File: config.mk
export PLATFORM = sky130hd
export DESIGN_NAME = gpio_irq_ctrl
export DESIGN_NICKNAME = d
export VERILOG_FILES = /design/src/rtl/gpio_irq_pkg.sv /design/src/rtl/gpio_irq_detect.sv /design/src/rtl/gpio_irq_bank.sv /design/src/rtl/gpio_irq_ctrl.sv
export SDC_FILE = /design/constraint.sdc
export NUM_CORES = 1
export LEC_CHECK = 0
export CAP_MARGIN = 0
export CORE_AREA = 2 2 213 215
export DETAILED_ROUTE_END_ITERATION = 10
export DIE_AREA = 0 0 215 217
export DONT_BUFFER_PORTS = 1
export PLACE_DENSITY = 0.46
export SLEW_MARGIN = 5
export SYNTH_ARGS = -nofsm -noshare
export SYNTH_HDL_FRONTEND = slang
export SYNTH_SLANG_ARGS = --single-unit
File: constraint.sdc
create_clock -name clk -period 1.4 [get_ports clk]
set_input_delay 0 -clock clk [delete_from_list [all_inputs] [get_ports clk]]
set_output_delay 0 -clock clk [all_outputs]
set_load 0.03 [all_outputs]
File: src/rtl/gpio_irq_pkg.sv
package gpio_irq_pkg;

    localparam int WORD_W = 32;
    localparam int ADDR_W = 8;
    localparam logic [ADDR_W-1:0] STAT_BASE = 8'h80;
    localparam logic [ADDR_W-1:0] EN_BASE   = 8'h90;

    // {trigger select, invert}
    typedef enum logic [1:0] {
        TRIG_RISE = 2'b00,
        TRIG_FALL = 2'b01,
        TRIG_LOW  = 2'b10,
        TRIG_HIGH = 2'b11
    } trig_e;

    typedef struct packed {
        logic cur;
        logic prev;
    } sample_t;

    function automatic logic trig_hit(trig_e mode, sample_t s);
        case (mode)
            TRIG_RISE: return s.cur & ~s.prev;
            TRIG_FALL: return ~s.cur & s.prev;
            TRIG_LOW:  return ~s.cur;
            default:   return s.cur;
        endcase
    endfunction

    function automatic int words_for(int pins);
        return (pins + WORD_W - 1) / WORD_W;
    endfunction

    function automatic logic [WORD_W-1:0] valid_mask(int bits);
        logic [WORD_W-1:0] m;
        for (int i = 0; i < WORD_W; i++) m[i] = (i < bits);
        return m;
    endfunction

endpackage

File: src/rtl/gpio_irq_detect.sv
module gpio_irq_detect
    import gpio_irq_pkg::*;
#(
    parameter int NUM_PINS = 94
) (
    input  logic                clk,
    input  logic                rst,
    input  logic [NUM_PINS-1:0] pin_level,
    input  logic [NUM_PINS-1:0] trig_sel,
    input  logic [NUM_PINS-1:0] trig_inv,
    input  logic [NUM_PINS-1:0] sense_en,
    input  logic [NUM_PINS-1:0] gpio_mode,
    output logic [NUM_PINS-1:0] evt
);

    logic [NUM_PINS-1:0] prev_q;

    // Previous level follows the pin regardless of sensing, so that
    // re-enabling a pin never produces a stale edge.
    always_ff @(posedge clk) begin
        if (rst) prev_q <= '0;
        else     prev_q <= pin_level;
    end

    for (genvar p = 0; p < NUM_PINS; p++) begin : g_pin
        trig_e   mode;
        sample_t smp;
        assign mode   = trig_e'({trig_sel[p], trig_inv[p]});
        assign smp    = {pin_level[p], prev_q[p]};
        assign evt[p] = sense_en[p] & gpio_mode[p] & trig_hit(mode, smp);
    end

endmodule

File: src/rtl/gpio_irq_bank.sv
module gpio_irq_bank
    import gpio_irq_pkg::*;
#(
    parameter int VALID_BITS = 32
) (
    input  logic              clk,
    input  logic              rst,
    input  logic [WORD_W-1:0] evt,
    input  logic              clr_wr,
    input  logic              en_wr,
    input  logic [WORD_W-1:0] wdata,
    output logic [WORD_W-1:0] status_o,
    output logic [WORD_W-1:0] enable_o
);

    localparam logic [WORD_W-1:0] MASK = valid_mask(VALID_BITS);

    logic [WORD_W-1:0] status_q;
    logic [WORD_W-1:0] enable_q;
    logic [WORD_W-1:0] clr;

    assign clr = clr_wr ? wdata : '0;

    always_ff @(posedge clk) begin
        if (rst) begin
            status_q <= '0;
            enable_q <= '0;
        end else begin
            // event is ORed after the clear: a same-edge event survives
            status_q <= ((status_q & ~clr) | evt) & MASK;
            if (en_wr) enable_q <= wdata & MASK;
        end
    end

    assign status_o = status_q;
    assign enable_o = enable_q;

endmodule

File: src/rtl/gpio_irq_ctrl.sv
module gpio_irq_ctrl
    import gpio_irq_pkg::*;
#(
    parameter int NUM_PINS = 94
) (
    input  logic                clk,
    input  logic                rst,
    input  logic [NUM_PINS-1:0] pin_level,
    input  logic [NUM_PINS-1:0] trig_sel,
    input  logic [NUM_PINS-1:0] trig_inv,
    input  logic [NUM_PINS-1:0] sense_en,
    input  logic [NUM_PINS-1:0] gpio_mode,
    input  logic                reg_wr,
    input  logic [ADDR_W-1:0]   reg_addr,
    input  logic [WORD_W-1:0]   reg_wdata,
    output logic [WORD_W-1:0]   reg_rdata,
    output logic                irq_out
);

    localparam int NUM_WORDS = words_for(NUM_PINS);
    localparam int PAD_W     = NUM_WORDS * WORD_W;

    logic [NUM_PINS-1:0]  evt_all;
    logic [PAD_W-1:0]     evt_pad;
    logic [PAD_W-1:0]     status_all;
    logic [PAD_W-1:0]     enable_all;
    logic [NUM_WORDS-1:0] stat_hit;
    logic [NUM_WORDS-1:0] en_hit;
    logic                 irq_q;

    gpio_irq_detect #(.NUM_PINS(NUM_PINS)) u_detect (
        .clk       (clk),
        .rst       (rst),
        .pin_level (pin_level),
        .trig_sel  (trig_sel),
        .trig_inv  (trig_inv),
        .sense_en  (sense_en),
        .gpio_mode (gpio_mode),
        .evt       (evt_all)
    );

    assign evt_pad = PAD_W'(evt_all);

    for (genvar w = 0; w < NUM_WORDS; w++) begin : g_word
        localparam int VB = (NUM_PINS - w * WORD_W >= WORD_W) ? WORD_W
                                                              : NUM_PINS - w * WORD_W;
        localparam logic [ADDR_W-1:0] SA = STAT_BASE + ADDR_W'(4 * w);
        localparam logic [ADDR_W-1:0] EA = EN_BASE + ADDR_W'(4 * w);

        assign stat_hit[w] = (reg_addr == SA);
        assign en_hit[w]   = (reg_addr == EA);

        gpio_irq_bank #(.VALID_BITS(VB)) u_bank (
            .clk      (clk),
            .rst      (rst),
            .evt      (evt_pad[w*WORD_W +: WORD_W]),
            .clr_wr   (reg_wr & stat_hit[w]),
            .en_wr    (reg_wr & en_hit[w]),
            .wdata    (reg_wdata),
            .status_o (status_all[w*WORD_W +: WORD_W]),
            .enable_o (enable_all[w*WORD_W +: WORD_W])
        );
    end

    always_comb begin
        reg_rdata = '0;
        for (int w = 0; w < NUM_WORDS; w++) begin
            if (stat_hit[w]) reg_rdata = status_all[w*WORD_W +: WORD_W];
            if (en_hit[w])   reg_rdata = enable_all[w*WORD_W +: WORD_W];
        end
    end

    always_ff @(posedge clk) begin
        if (rst) irq_q <= 1'b0;
        else     irq_q <= |(status_all & enable_all);
    end

    assign irq_out = irq_q;

endmodule

==> flow_summary.json <==
{
  "drv_slew": 0,
  "violations": "hold timing, setup timing",
  "coreArea_um2": 44700,
  "synthAdderAreaFrac_pct": 0,
  "antenna_found_initial": 11,
  "fp.dieArea_um2": 46660,
  "max_stage_delay_ns": 0.49,
  "drcViolationCount": 0,
  "total_power_w": 0.02056,
  "setup_viol": 33,
  "vias": 14650,
  "cp_max_fo": 2,
  "totalWireLength_um": 58270,
  "skew_ns": 0.01565,
  "initialDrtViolationCount": 965,
  "hold_end": "g_word[0].u_bank.status_o[6]$_SDFF_PP0_",
  "multi_input_area_um2": 8502,
  "critPathSlowestCell": "mux4_2",
  "vias_per_cell": 5.388,
  "synth_compound_area_share_pct": 22.82,
  "syn_nets": 2237,
  "synth_xor_area_share_pct": 0,
  "dr.max_layer_used": "met5",
  "rr_worst_depth": 5,
  "synth_ff_type": "dfxtp_1",
  "fin_crit_ns": 1.784,
  "cts_tree": "built",
  "dr.pass1.iters": 5,
  "worst_skew_pair.late_latency_ns": 0.56,
  "rrSetupSlack_ns": -0.14,
  "slew_headroom_pct": 62.36,
  "wl_met3_um": 4518,
  "pin_count": 546,
  "drive_above_1_share_pct": 18.94,
  "synth-simple-area-share_pct": 19.85,
  "min_path_type": "primary input to register",
  "fin_crit_sh_pct": 127.4,
  "yosys-top-cells-count": "406 x nand2_1, 283 x dfxtp_1, 282 x a21oi_1",
  "critPathRequiredTime_ns": 1.40,
  "clock_sinks": 283,
  "place_hpwl_um": 41840,
  "hold_ws_ns": -0.3636,
  "die_x_um": 215,
  "synth_area_um2": 14120,
  "p_leak_nw": 7.766,
  "synthDistinctLibCells": 34,
  "worstSetupPathType": "register to primary output",
  "numCtsBuffers": 37,
  "htree_levels": 2,
  "ys_seq_area_share_pct": 40.13,
  "hold_viol_final": 189,
  "fillers": 4330,
  "tightestPinTransition_ns": 0.5646,
  "antenna_left": 0,
  "rsz0062_at_grt": "true",
  "seq_area_um2": 5784,
  "crit_chain": "buf_6 -> mux4_2 -> nand2_4 -> o21ai_4 -> buf_12",
  "drt-met1-wl_um": 23980,
  "power_density_nw_per_um2": 995.0,
  "critPathLaunchType": "register",
  "synth.area.top_cells": "dfxtp_1 40%, nand2_1 11%, a21oi_1 10%",
  "ys_ff_latch": 283,
  "die_h_um": 217,
  "critPathBufInv": 2,
  "path_clk_slew_ns": 0.06,
  "max_freq_mhz": 560.5,
  "yosys-mux-area-fraction_pct": 13.90,
  "grt_pass1_wl_um": 82880,
  "hold_path_depth": 1,
  "worstReg2RegStart": "g_word[2].u_bank.enable_o[22]$_SDFFE_PP0P_",
  "utilization_pct": 46.22,
  "initial_core_util_pct": 31.58,
  "clk_path_buf_depth": 3,
  "synthCells": 1724,
  "port_buffers": 0,
  "overflow": 0,
  "yosysWarnings": 0,
  "synth_most_common_cell": "nand2_1",
  "finalSetupTns_ns": -10.15,
  "crit_arrival_ns": 1.78,
  "crit_family": "multiplexers",
  "wl_per_cell_um": 21.44,
  "finalNetCount": 2598,
  "cts-root-buf": "clkbuf_16",
  "synthToLayoutAreaGrowth_pct": 46.37,
  "status": "finished, violations left",
  "yosysTopAreaCell": "dfxtp_1",
  "synth_top_area_share_pct": 40.13,
  "worstReg2RegEnd": "irq_out$_SDFF_PP0_",
  "grt_max_degree": 284,
  "synth_edf_count": 0,
  "grt_pass1_vias": 13690,
  "synth_area_per_cell_um2": 8.188,
  "row_count": 78,
  "grt_use_total_pct": 23.46,
  "routed-wl-met2_um": 27970,
  "gp_congestion": 0.8204,
  "maxCapViolations": 0,
  "synth_top_family_by_area": "compound AO/OA/AOI/OAI gates",
  "critPathCaptureType": "primary output",
  "vdd_drop_max_v": 0.0006333,
  "min_from": "rst",
  "finalWorstSetupSlack_ns": -0.3841,
  "synth-async-reset-ratio_pct": 0
}
==> cell usage in the layout, fill, tap and decap left out, types with 32 or more instances in the layout <==
master,count
a21oi_1,282
a22oi_1,38
buf_12,40
buf_4,94
clkbuf_16,39
dfxtp_1,206
dfxtp_2,68
dlygate4sd3_1,244
inv_1,32
mux2i_1,124
mux4_2,32
nand2_1,378
nor2b_1,94
nor3_1,94
o2111ai_1,94
o21ai_0,80
==> stage by stage <==
step           area [um^2]  std cells  worst slack [ns]
3_5_place_dp         16190       2353           -0.4022
6_report             20660       2718           -0.3841
4_1_cts              19410       2591           -0.4240
3_3_place_gp         16190       2353           -0.4039
2_1_floorplan        14580       1724           -0.1333
5_1_grt              20660       2716           -0.4479
==> metal layers <==
layer	GRT usage (%)	vias to the layer above
met5	0	-
met4	7.195	12
met3	6.275	112
met2	39.86	567
met1	29.06	6923
li1	-	7031
==> registers in the layout, indices dropped and copies added, names as in the netlist <==
signal	cells
g_word.u_bank.enable_o	94
irq_out	1
u_detect.prev_q	94
g_word.u_bank.status_o	94
==> worst register-to-register path: stages (launching register included) <==
cell and delay, ns:
dfxtp_1 0.31, a22o_1 0.28, a221oi_2 0.19, nand3_1 0.12, nor4_2 0.37, a31oi_1 0.14
==> final cells by class <==
cell class / count / share of cell area, %
inverter: 32 / 0.5814
sequential: 283 / 28.00
timing repair buffer: 402 / 20.42
antenna: 6 / 0.07267
clock inverter: 11 / 0.7933
tap: 600 / 3.633
clock buffer: 55 / 5.353
multi-input combinational: 1329 / 41.15
==> kinds of logic after synthesis <==
family	after synthesis
compound gates	548
mux	156
flops	283
simple gates	625
buf+inv	112
==> worst max path at each step <==
stage / from / endpoint / slack [ns] / depth (start not counted)
finish: g_word[1].u_bank.enable_o[0]$_SDFFE_PP0P_ / reg_rdata[0] / -0.38 / 5
global route: g_word[1].u_bank.enable_o[0]$_SDFFE_PP0P_ / reg_rdata[0] / -0.45 / 5
CTS: g_word[1].u_bank.enable_o[0]$_SDFFE_PP0P_ / reg_rdata[0] / -0.42 / 5
detailed placement: reg_addr[6] / g_word[2].u_bank.enable_o[12]$_SDFFE_PP0P_ / -0.40 / 8
global placement: g_word[2].u_bank.status_o[15]$_SDFF_PP0_ / irq_out$_SDFF_PP0_ / -0.40 / 5
floorplan: reg_addr[6] / reg_rdata[0] / -0.13 / 4
==> power breakdown <==
| part | internal (W) | switching, W |
|---|---|---|
| logic | 0.00118 | 0.000767 |
| clock network | 0.00620 | 0.00378 |
| registers | 0.00837 | 0.000266 |
==> repair_timing <==
action | CTS | global route
gates resized for setup | 137 | 19
pin swaps | 34 | 4
hold buffers | 130 | 114
hold endpoints to repair | 283 | 189
setup buffers | 44 | 8
endpoints found under the setup margin | 33 | 33
(Power assumes the default switching activity.)
